File: config.mk
export PLATFORM = sky130hd
export DESIGN_NAME = qctl_queue_ctrl
export DESIGN_NICKNAME = d
export VERILOG_FILES = /design/src/rtl/qctl_pkg.sv /design/src/rtl/qctl_regs.sv /design/src/rtl/qctl_fsm.sv /design/src/rtl/qctl_fetch.sv /design/src/rtl/qctl_rdmux.sv /design/src/rtl/qctl_queue_ctrl.sv
export SDC_FILE = /design/constraint.sdc
export NUM_CORES = 1
export LEC_CHECK = 0
export ABC_AREA = 1
export BUFFER_PORTS_ARGS = -buffer_cell sky130_fd_sc_hd__clkbuf_2
export CAP_MARGIN = 10
export CORE_MARGIN = 3
export CORE_UTILIZATION = 43
export DETAILED_ROUTE_END_ITERATION = 8
export HOLD_SLACK_MARGIN = 0.15
export PLACE_DENSITY_LB_ADDON = 0.25
export SYNTH_ARGS = -nofsm -noshare
export SYNTH_HDL_FRONTEND = slang
export SYNTH_SLANG_ARGS = --single-unit
export TNS_END_PERCENT = 10
File: constraint.sdc
create_clock -name clk -period 3.3 [get_ports clk]
set_input_delay 0.66 -clock clk [delete_from_list [all_inputs] [get_ports clk]]
set_output_delay 0.66 -clock clk [all_outputs]
set_load 0.05 [all_outputs]
File: src/rtl/qctl_pkg.sv
package qctl_pkg;

  typedef enum logic [1:0] {
    Q_IDLE   = 2'd0,
    Q_RUN    = 2'd1,
    Q_PAUSED = 2'd2
  } qstate_e;

  // Register word offsets
  localparam int unsigned OFS_CTRL   = 0;
  localparam int unsigned OFS_RSTCMD = 1;
  localparam int unsigned OFS_STATE  = 2;
  localparam int unsigned OFS_TAIL   = 3;
  localparam int unsigned OFS_CQHEAD = 4;
  localparam int unsigned OFS_FETCH  = 5;

  // Bit positions inside control / command words
  localparam int unsigned BIT_EN    = 0;
  localparam int unsigned BIT_PAUSE = 1;
  localparam int unsigned BIT_RST   = 0;

endpackage

File: src/rtl/qctl_regs.sv
module qctl_regs
  import qctl_pkg::*;
#(
  parameter int unsigned PTR_W  = 4,
  parameter int unsigned ADDR_W = 3,
  parameter int unsigned DATA_W = 32
) (
  input  logic              clk,
  input  logic              rst_n,
  input  logic              wr_en,
  input  logic [ADDR_W-1:0] wr_addr,
  input  logic [DATA_W-1:0] wr_data,
  input  logic              ptr_clr,
  output logic              ctrl_en,
  output logic              ctrl_pause,
  output logic              rst_req,
  output logic [PTR_W-1:0]  tail_q,
  output logic [PTR_W-1:0]  cqh_q
);

  logic wr_ctrl, wr_rst, wr_tail, wr_cqh;
  logic wdata_unused;

  assign wr_ctrl = wr_en && (wr_addr == ADDR_W'(OFS_CTRL));
  assign wr_rst  = wr_en && (wr_addr == ADDR_W'(OFS_RSTCMD));
  assign wr_tail = wr_en && (wr_addr == ADDR_W'(OFS_TAIL));
  assign wr_cqh  = wr_en && (wr_addr == ADDR_W'(OFS_CQHEAD));
  assign wdata_unused = ^wr_data;

  // Next-state and enables
  logic             tail_ce, cqh_ce;
  logic [PTR_W-1:0] tail_d, cqh_d;
  logic             rst_req_d;

  always_comb begin
    tail_ce   = ptr_clr || wr_tail;
    tail_d    = ptr_clr ? '0 : wr_data[PTR_W-1:0];
    cqh_ce    = ptr_clr || wr_cqh;
    cqh_d     = ptr_clr ? '0 : wr_data[PTR_W-1:0];
    rst_req_d = wr_rst && wr_data[BIT_RST];
  end

  always_ff @(posedge clk or negedge rst_n) begin
    if (!rst_n) begin
      ctrl_en    <= 1'b0;
      ctrl_pause <= 1'b0;
    end else if (wr_ctrl) begin
      ctrl_en    <= wr_data[BIT_EN];
      ctrl_pause <= wr_data[BIT_PAUSE];
    end
  end

  // Reset command is a one-cycle pulse
  always_ff @(posedge clk or negedge rst_n) begin
    if (!rst_n) rst_req <= 1'b0;
    else        rst_req <= rst_req_d;
  end

  always_ff @(posedge clk or negedge rst_n) begin
    if (!rst_n)       tail_q <= '0;
    else if (tail_ce) tail_q <= tail_d;
  end

  always_ff @(posedge clk or negedge rst_n) begin
    if (!rst_n)      cqh_q <= '0;
    else if (cqh_ce) cqh_q <= cqh_d;
  end

endmodule

File: src/rtl/qctl_fsm.sv
module qctl_fsm
  import qctl_pkg::*;
(
  input  logic    clk,
  input  logic    rst_n,
  input  logic    ctrl_en,
  input  logic    ctrl_pause,
  input  logic    mover_busy,
  input  logic    rst_req,
  output qstate_e state_q,
  output logic    ptr_clr,
  output logic    run_active
);

  qstate_e state_d;
  logic    stop_req;

  assign stop_req = ctrl_pause || !ctrl_en;

  always_comb begin
    state_d = state_q;
    unique case (state_q)
      Q_IDLE:   if (ctrl_en && !ctrl_pause) state_d = Q_RUN;
      Q_RUN:    if (stop_req && !mover_busy) state_d = Q_PAUSED;
      Q_PAUSED: if (!ctrl_pause) state_d = ctrl_en ? Q_RUN : Q_IDLE;
      default:  state_d = Q_IDLE;
    endcase
  end

  always_ff @(posedge clk or negedge rst_n) begin
    if (!rst_n) state_q <= Q_IDLE;
    else        state_q <= state_d;
  end

  // Pointers may only be cleared once the queue has left run
  assign ptr_clr    = rst_req && (state_q != Q_RUN);
  assign run_active = (state_q == Q_RUN) && !stop_req;

endmodule

File: src/rtl/qctl_fetch.sv
module qctl_fetch #(
  parameter int unsigned PTR_W = 4
) (
  input  logic             clk,
  input  logic             rst_n,
  input  logic             run_active,
  input  logic             mover_busy,
  input  logic             ptr_clr,
  input  logic [PTR_W-1:0] tail_q,
  output logic             fetch_req,
  output logic [PTR_W-1:0] head_q
);

  logic             head_ce;
  logic [PTR_W-1:0] head_d;

  assign fetch_req = run_active && !mover_busy && (head_q != tail_q);

  always_comb begin
    head_ce = ptr_clr || fetch_req;
    head_d  = ptr_clr ? '0 : head_q + 1'b1;
  end

  always_ff @(posedge clk or negedge rst_n) begin
    if (!rst_n)       head_q <= '0;
    else if (head_ce) head_q <= head_d;
  end

endmodule

File: src/rtl/qctl_rdmux.sv
module qctl_rdmux
  import qctl_pkg::*;
#(
  parameter int unsigned PTR_W  = 4,
  parameter int unsigned ADDR_W = 3,
  parameter int unsigned DATA_W = 32
) (
  input  logic [ADDR_W-1:0] rd_addr,
  input  logic              ctrl_en,
  input  logic              ctrl_pause,
  input  qstate_e           state_q,
  input  logic [PTR_W-1:0]  tail_q,
  input  logic [PTR_W-1:0]  cqh_q,
  input  logic [PTR_W-1:0]  head_q,
  output logic [DATA_W-1:0] rd_data
);

  always_comb begin
    rd_data = '0;
    if (rd_addr == ADDR_W'(OFS_CTRL)) begin
      rd_data[BIT_EN]    = ctrl_en;
      rd_data[BIT_PAUSE] = ctrl_pause;
    end else if (rd_addr == ADDR_W'(OFS_STATE)) begin
      rd_data[1:0] = state_q;
    end else if (rd_addr == ADDR_W'(OFS_TAIL)) begin
      rd_data[PTR_W-1:0] = tail_q;
    end else if (rd_addr == ADDR_W'(OFS_CQHEAD)) begin
      rd_data[PTR_W-1:0] = cqh_q;
    end else if (rd_addr == ADDR_W'(OFS_FETCH)) begin
      rd_data[PTR_W-1:0] = head_q;
    end
    // Reset command word and unmapped offsets read as zero
  end

endmodule

File: src/rtl/qctl_queue_ctrl.sv
module qctl_queue_ctrl
  import qctl_pkg::*;
#(
  parameter int unsigned PTR_W  = 4,
  parameter int unsigned ADDR_W = 3,
  parameter int unsigned DATA_W = 32
) (
  input  logic              clk,
  input  logic              rst_n,
  input  logic              wr_en,
  input  logic [ADDR_W-1:0] wr_addr,
  input  logic [DATA_W-1:0] wr_data,
  input  logic [ADDR_W-1:0] rd_addr,
  output logic [DATA_W-1:0] rd_data,
  input  logic              mover_busy,
  output logic              fetch_req,
  output logic [PTR_W-1:0]  fetch_idx,
  output logic [1:0]        q_state,
  output logic [PTR_W-1:0]  sq_tail,
  output logic [PTR_W-1:0]  sq_head,
  output logic [PTR_W-1:0]  cq_head
);

  logic    ctrl_en, ctrl_pause, rst_req, ptr_clr, run_active;
  qstate_e state_q;

  qctl_regs #(.PTR_W(PTR_W), .ADDR_W(ADDR_W), .DATA_W(DATA_W)) u_regs (
    .clk        (clk),
    .rst_n      (rst_n),
    .wr_en      (wr_en),
    .wr_addr    (wr_addr),
    .wr_data    (wr_data),
    .ptr_clr    (ptr_clr),
    .ctrl_en    (ctrl_en),
    .ctrl_pause (ctrl_pause),
    .rst_req    (rst_req),
    .tail_q     (sq_tail),
    .cqh_q      (cq_head)
  );

  qctl_fsm u_fsm (
    .clk        (clk),
    .rst_n      (rst_n),
    .ctrl_en    (ctrl_en),
    .ctrl_pause (ctrl_pause),
    .mover_busy (mover_busy),
    .rst_req    (rst_req),
    .state_q    (state_q),
    .ptr_clr    (ptr_clr),
    .run_active (run_active)
  );

  qctl_fetch #(.PTR_W(PTR_W)) u_fetch (
    .clk        (clk),
    .rst_n      (rst_n),
    .run_active (run_active),
    .mover_busy (mover_busy),
    .ptr_clr    (ptr_clr),
    .tail_q     (sq_tail),
    .fetch_req  (fetch_req),
    .head_q     (sq_head)
  );

  qctl_rdmux #(.PTR_W(PTR_W), .ADDR_W(ADDR_W), .DATA_W(DATA_W)) u_rdmux (
    .rd_addr    (rd_addr),
    .ctrl_en    (ctrl_en),
    .ctrl_pause (ctrl_pause),
    .state_q    (state_q),
    .tail_q     (sq_tail),
    .cqh_q      (cq_head),
    .head_q     (sq_head),
    .rd_data    (rd_data)
  );

  assign fetch_idx = sq_head;
  assign q_state   = state_q;

endmodule

==> reports/metrics.csv, run 1 <==
stage,metric,value,unit
outcome,status,"complete, no violations",
critical_path,Worst path top cell family by delay,flip-flops,
critical_path,CP Cell Sequence,inv_1 -> nand2_1 -> nand2_1 -> nor2_2 -> nand2_2 -> nand2_4 -> inv_1 -> clkbuf_2,
placement,pre-CTS setup slack,1.07,ns
yosys,top cell type's share of synthesized area,34.5,%
placement,DP Wirelength,2.09,mm
critical_path,WS Path Type,reg -> out,
routing,total vias in the final route,1102,
routing,drt drc,0,
routing,DR pass1 iterations,4,
routing,Initial DRC Count,43,
job,max-cap violations,0,
yosys,"EDFF count, synth",0,
final_layout,share of cells above drive strength 1,24.3,%
timing,Tcrit/Tclk final,68.8,%
pwr,Internal,372,uW
global_routing,largest net degree at the start of global routing,18,
global_routing,number of global-route vias before repair,975,
die,Initial Util,47.6,%
pwr,Sw Pwr,439,uW
final_layout,Area Growth Syn to Fin,7.91,%
pwr,Leak,0.000788,uW
global_routing,initial antenna violation count,0,
clock_network,Max clock buf depth,2,
die,Die ar.,0.00355,mm^2
critical_path,required time worst endpoint,2.64,ns
placement,I/O Buffers,36,
pwr,Clock Power Share,13.5,%
timing,setup total negative slack,0,ns
hold_path,worst hold-check path type,in -> async,
yosys,Post-Synthesis Cell Area,0.00123,mm^2
clock_network,Post-CTS Hold Buffers,0,
global_routing,first-pass GRT wire length,4.08,mm
pwr,sw frac,54.2,%
clock_network,"Gates resized, CTS repair",0,
critical_path,Crit-path slowest cell,dfrtp_1,
final_layout,Layout fillers,258,
critical_path,Critical Path End Type,primary output,
yosys,unique cell type count in the Yosys netlist,22,
final_layout,Inserted Diodes,0,
routing,ANT nets after route,0,
placement,gpl congestion,0.825,
pwr,sequential fraction of design power,36.2,%
yosys,Synth Warn #,0,
yosys,Post-synth ARST share,100,%
die,Die Span X,59.6,um
critical_path,Worst path max stage delay,0.50,ns
pwr,VDD IR-drop max,0.000319,V
clock_network,H-tree depth,1,
global_routing,Total GRT Usage,15.2,%
die,Die Span Y,59.6,um
final_layout,Multi-input gate area,591,um^2
die,# rows,18,
die,I/O pin count,93,
yosys,top_reg_cell synth,dfrtp_1,
global_routing,total grt overflow,0,
timing,"Hold Vio Cnt, Final",0,
timing,final worst slack,1.03,ns
clock_network,Skew-Pair Late Insertion Delay,0.29,ns
clock_network,Clock Pin Slew Worst Setup and Hold Paths,0.10,ns
clock_network,root buffer cell,clkbuf_4,
routing,WL final,2.49,mm
critical_path,Critical Path Source Type,flip-flop,
critical_path,number of buffers and inverters on the critical path,3,
yosys,top-count cell post-synth,nand2_1,
critical_path,WP data arrival,1.61,ns
clock_network,post-CTS setup buffers,0,
die,core outline area,0.00259,mm^2
routing,vias per cell,4.75,
timing,RSZ-0062 raised after global routing,false,
yosys,register bit total from synthesis,17,
timing,clock skew,0.00934,ns
yosys,part of the Yosys area used for sequential elements,34.5,%
final_layout,net count reported at finish,246,
clock_network,Num CTS Buffers,3,
timing,final setup fails,0,
yosys,synthesized instance count,168,
yosys,"top cells by area, synth","dfrtp_1 34%, buf_4 20%, nand2_1 11%",
clock_network,# clock sinks,17,
pwr,Comb pwr share,50.2,%
yosys,Mean Syn Cell Area,7.34,um^2
critical_path,Crit Path Max Fanout,8,
timing,max-slew violation count,0,
clock_network,CTS tree,built,
yosys,most frequent cells after synthesis,"37 x nand2_1, 33 x buf_4, 17 x dfrtp_1, 17 x nand3_1, 16 x inv_1",
pwr,PwrDens,609,mW/mm^2
final_layout,register area,425,um^2
timing,fmax,440,MHz
timing,post-layout min period,2.27,ns
routing,WL/cell,10.7,um
yosys,leading area contributor after synthesis,dfrtp_1,
final timing paths:
kind | endpoint | slack (ns) | startpoint | cells after the start
setup / recovery | fetch_req | 1.03 | u_fetch.head_q[2] | 8
hold / removal | u_fsm.state_q[0] | 0.28 | rst_n | 1
setup reg to reg | u_regs.cqh_q[2] | 2.03 | u_fsm.state_q[1] | 7
hold reg to reg | u_regs.cqh_q[1] | 0.54 | u_regs.cqh_q[1] | 2
max in group asynchronous | u_fetch.head_q[3] | 2.72 | rst_n | 1
min in group clk | u_regs.cqh_q[1] | 0.54 | u_regs.cqh_q[1] | 2
sequential cells by signal, summed over array words and instances (netlist names):
signal and flops:
u_fsm.state_q 2, u_regs.ctrl_en 1, u_regs.rst_req 1, u_regs.tail_q 4, u_regs.cqh_q 4, u_regs.ctrl_pause 1
u_fetch.head_q 4
through the flow:
step	power [uW]	instance area (um^2)	instances	util (%)	hold slack, ns
global route	866	1330	232	51.4	0.301
global placement	700	1310	228	50.4	0.498
CTS	819	1330	232	51.4	0.295
detailed placement	710	1310	228	50.4	0.517
finish	811	1330	232	51.4	0.278
floorplan	652	1340	195	-	0.364
area by class of cell:
type	count	share of cell area, %
clock buffer	4	1.97
sequential	17	32.0
multi-input combinational	126	44.4
timing repair buffer	36	13.5
inverter	19	5.36
tap	30	2.82
routing by layer:
| metal | up-vias | GRT usage [%] | wire (um) |
|---|---|---|---|
| met5 | - | 0 | 0 |
| met4 | 0 | 8.54 | 54 |
| met3 | 6 | 2.18 | 240 |
| met2 | 55 | 24.0 | 1120 |
| met1 | 491 | 19.9 | 1080 |
| li1 | 550 | - | - |
cell usage in the layout, fill, tap and decap left out, drive strengths merged:
cell / Yosys / final
o21ai: 11 / 11
ha: 1 / 1
nor2: 12 / 12
dfrtp: 17 / 17
and3: 1 / 1
clkbuf: 0 / 40
o221ai: 2 / 2
xor2: 1 / 1
o22ai: 2 / 2
a21oi: 1 / 1
nand2: 41 / 41
nand4: 6 / 6
nand3: 17 / 17
conb: 1 / 28
nor3: 3 / 3
inv: 19 / 19
cells by family after synthesis:
group	count (synthesis)	share of synthesized area, %
XOR/XNOR	1	0.710
flip-flops	17	34.5
AND/OR/NAND/NOR	80	30.3
other	1	0.304
adder cells (fa/ha/maj)	1	1.01
AO/OA/AOI/OAI	16	7.30
buffers and inverters	52	25.9
power groups by stage:
stage	registers, uW	logic (uW)	clock network [uW]
floorplan	403	249	0
global placement	296	404	0
detailed placement	299	411	0
CTS	294	411	113
global route	302	439	125
finish	294	408	110
(Power assumes the default switching activity.)
==> inputs of run 2 (changes only) <==
--- a/config.mk
+++ b/config.mk
@@ -5,11 +5,11 @@
 export SDC_FILE = /design/constraint.sdc
 export NUM_CORES = 1
 export LEC_CHECK = 0
-export ABC_AREA = 1
+export ABC_AREA = 0
 export BUFFER_PORTS_ARGS = -buffer_cell sky130_fd_sc_hd__clkbuf_2
 export CAP_MARGIN = 10
 export CORE_MARGIN = 3
-export CORE_UTILIZATION = 43
+export CORE_UTILIZATION = 40
 export DETAILED_ROUTE_END_ITERATION = 8
 export HOLD_SLACK_MARGIN = 0.15
 export PLACE_DENSITY_LB_ADDON = 0.25
==> constraint.sdc (replaced) <==
create_clock -name clk -period 2.1 [get_ports clk]
set_input_delay 0.42 -clock clk [delete_from_list [all_inputs] [get_ports clk]]
set_output_delay 0.42 -clock clk [all_outputs]
set_load 0.05 [all_outputs]
==> run 2 against run 1 <==
  * Power up 140%
  * Critical path type unchanged
  * Clock skew down 0.0059 ns
  * Setup slack worse by 0.96 ns
  * Largest cell class unchanged
  * Final cell count down 13%
  * Sequential share of layout area down 1.4 points
  * Non-clock buffer count up 10
  * Synthesized cell count down 23%
  * Combinational power rose to 3.0 times the previous value
  * Area after synthesis down 1.9%
  * Sequential power up 90%
  * Critical path depth down 4
==> reports/metrics.csv, run 2 <==
stage,metric,value,unit,change
yosys,synthesized instance count,129,,-23%
clock_network,H-tree depth,1,,unchanged
pwr,VDD IR-drop max,0.000786,V,+150%
final_layout,Multi-input gate area,637,um^2,+7.8%
timing,post-layout min period,2.03,ns,
routing,WL final,2.47,mm,-0.88%
die,Die ar.,0.00372,mm^2,+4.9%
yosys,top_reg_cell synth,dfrtp_1,,
yosys,Post-Synthesis Cell Area,0.00121,mm^2,-1.9%
timing,Slew Limit Headroom,65.9,%,
critical_path,WS Path Type,reg -> out,,
final_layout,Layout fillers,279,,+8.1%
timing,final setup fails,0,,unchanged
die,Die Span X,61.0,um,+2.4%
die,Initial Util,42.8,%,-4.9 points
final_layout,net count reported at finish,215,,-13%
clock_network,Skew-Pair Late Insertion Delay,0.30,ns,about the same
global_routing,initial antenna violation count,0,,unchanged
clock_network,root buffer cell,clkbuf_4,,
yosys,most frequent cells after synthesis,"32 x buf_4, 17 x dfrtp_1, 14 x mux2i_1, 12 x nor2_1, 8 x nand2_1",,
global_routing,first-pass GRT wire length,3.89,mm,-4.7%
critical_path,Critical Path Source Type,flip-flop,,
timing,"Hold Vio Cnt, Final",0,,unchanged
routing,vias per cell,4.72,,-0.57%
timing,Tcrit/Tclk final,96.8,%,
pwr,total power,1950,uW,+140%
yosys,register bit total from synthesis,17,,unchanged
routing,WL/cell,12.2,um,+14%
critical_path,required time worst endpoint,1.68,ns,-0.96 ns
critical_path,WP data arrival,1.61,ns,about the same
die,# rows,19,,+1
global_routing,total grt overflow,0,,unchanged
yosys,Mean Syn Cell Area,9.38,um^2,+28%
pwr,Leak,0.000758,uW,-3.9%
final_layout,most frequent cells in the layout,"34 x clkbuf_2, 28 x conb_1, 15 x dfrtp_1",,
yosys,"EDFF count, synth",0,,unchanged
timing,worst slew pin tran,0.504,ns,
global_routing,largest net degree at the start of global routing,18,,unchanged
timing,setup total negative slack,0,ns,unchanged
routing,ANT nets after route,0,,unchanged
die,core outline area,0.00283,mm^2,+9.2%
global_routing,number of global-route vias before repair,878,,-9.9%
routing,DR pass1 iterations,3,,-1
placement,placed cell areas,0.00132,mm^2,+1.3%
placement,gpl congestion,0.761,,-7.7%
critical_path,Crit Path Max Fanout,5,,-3
routing,drt drc,0,,unchanged
yosys,leading area contributor after synthesis,dfrtp_1,,
yosys,Synth Warn #,0,,unchanged
timing,clock skew,0.00340,ns,-0.00594 ns
final_layout,post-route cell area,0.00140,mm^2,+5.2%
routing,total vias in the final route,954,,-13%
final_layout,"commonest non-fill, non-tap cell in the layout",clkbuf_2,,
yosys,"top cells by area, synth","dfrtp_1 35%, buf_4 20%, mux2i_1 12%",,
die,Die Span Y,61.0,um,+2.4%
yosys,top cell type's share of synthesized area,35.2,%,+0.68 points
clock_network,Max clock buf depth,2,,unchanged
critical_path,Critical Path End Type,primary output,,
final_layout,register area,428,um^2,+0.59%
hold_path,worst hold-check path type,in -> reg,,
job,max-cap violations,0,,unchanged
die,I/O pin count,93,,unchanged
routing,Initial DRC Count,9,,-79%
outcome,status,"complete, no violations",,
timing,fmax,492,MHz,
clock_network,Num CTS Buffers,3,,unchanged
placement,DP Wirelength,1.97,mm,-5.9%
final_layout,final core occ,49.5,%,-1.9 points
clock_network,CTS tree,built,,
final_layout,share of cells above drive strength 1,33.9,%,+9.7 points
yosys,unique cell type count in the Yosys netlist,33,,+50%
final_layout,biggest regs,"u_fetch.head_q: 4 flops, u_regs.cqh_q: 4 flops, u_regs.tail_q: 4 flops",,
yosys,top-count cell post-synth,buf_4,,
timing,max-slew violation count,0,,unchanged
global_routing,Total GRT Usage,13.9,%,-1.4 points
yosys,Post-synth ARST share,100,%,unchanged
clock_network,Clock Pin Slew Worst Setup and Hold Paths,0.11,ns,about the same
pwr,PwrDens,1400,mW/mm^2,+130%
clock_network,# clock sinks,17,,unchanged
final_layout,Inserted Diodes,0,,unchanged
placement,I/O Buffers,36,,unchanged
final_layout,Area Growth Syn to Fin,15.7,%,
yosys,part of the Yosys area used for sequential elements,35.2,%,+0.68 points
-- run 2: cell count changes in the layout (fill, tap and decap cells not counted), sizes merged, moves of 3 or more --
| cell | previous run | this run |
|---|---|---|
| nand4 | 6 | 1 |
| nand2b | 0 | 3 |
| mux2i | 0 | 14 |
| clkbuf | 40 | 37 |
| o21ai | 11 | 4 |
| xor2 | 1 | 4 |
| nand2 | 41 | 8 |
| inv | 19 | 1 |
| nand3 | 17 | 2 |
| buf | 0 | 11 |
| mux2 | 0 | 3 |
-- run 2: repair_timing --
action,CTS,global route
setup buffers,0,3
pin swaps,0,2
resized for setup,4,4
hold endpoints to repair,17,0
hold buffers,1,0
setup endpoints to repair,2,2
-- run 2: path summary, 6_finish.rpt --
path / cells past startpoint / slack (ns) / startpoint / to
max in group asynchronous: 2 / 1.21 / rst_n / u_fetch.head_q[2]
worst min-delay path: 3 / 0.37 / wr_data[3] / u_regs.tail_q[3]
worst min register to register: 1 / 0.52 / u_fsm.state_q[0] / u_fsm.state_q[0]
worst max-delay path: 4 / 0.07 / u_fetch.head_q[2] / fetch_req
min in group asynchronous: 2 / 0.58 / rst_n / u_regs.cqh_q[0]
worst max register to register: 5 / 0.63 / u_fetch.head_q[2] / u_fetch.head_q[2]
-- run 2: critical path: stages, from the launching register on --
cell,delay (ns)
dfrtp_2,0.46
xor2_1,0.18
nor4_2,0.36
nor2_2,0.12
buf_4,0.21
-- run 2: power by group --
group          total (uW)  switching, uW  internal, uW
Combinational        1210            891           320
Sequential            559            128           431
Clock                 185            112          72.5
-- run 2: layout make-up --
class / count / share of cell area [%]
Clock buffer: 3 / 1.61
Tap cell: 31 / 2.77
Multi-Input combinational cell: 103 / 45.5
Inverter: 1 / 0.268
Timing Repair Buffer: 46 / 18.8
Sequential cell: 17 / 30.6
Clock inverter: 1 / 0.536
-- run 2: metal layers --
layer,global-route usage [%],share of wire [%],up-vias
met1,17.7,46,445
met4,1.86,0,0
met3,4.68,6.6,0
li1,-,-,469
met5,0,0,-
met2,23.4,47,40
-- run 2: cells by family (layout without fill, tap and decap cells) --
group	count (synthesis)	count (layout)	synth area share [%]
AO/OA/AOI/OAI	11	11	5.38
XOR/XNOR	4	4	2.90
adder cells (fa/ha/maj)	1	1	1.03
buffers and inverters	36	51	21.2
flip-flops	17	17	35.2
multiplexers	17	17	14.4
other	1	28	0.310
AND/OR/NAND/NOR	42	42	19.6
-- run 2: metrics by stage --
stage | hold slack (ns) | instances | worst slack (ns)
floorplan | 0.124 | 156 | -0.238
global placement | 0.374 | 194 | 0.196
detailed placement | 0.379 | 194 | 0.170
CTS | 0.373 | 199 | 0.0167
global route | 0.374 | 202 | -0.00896
finish | 0.373 | 202 | 0.0680
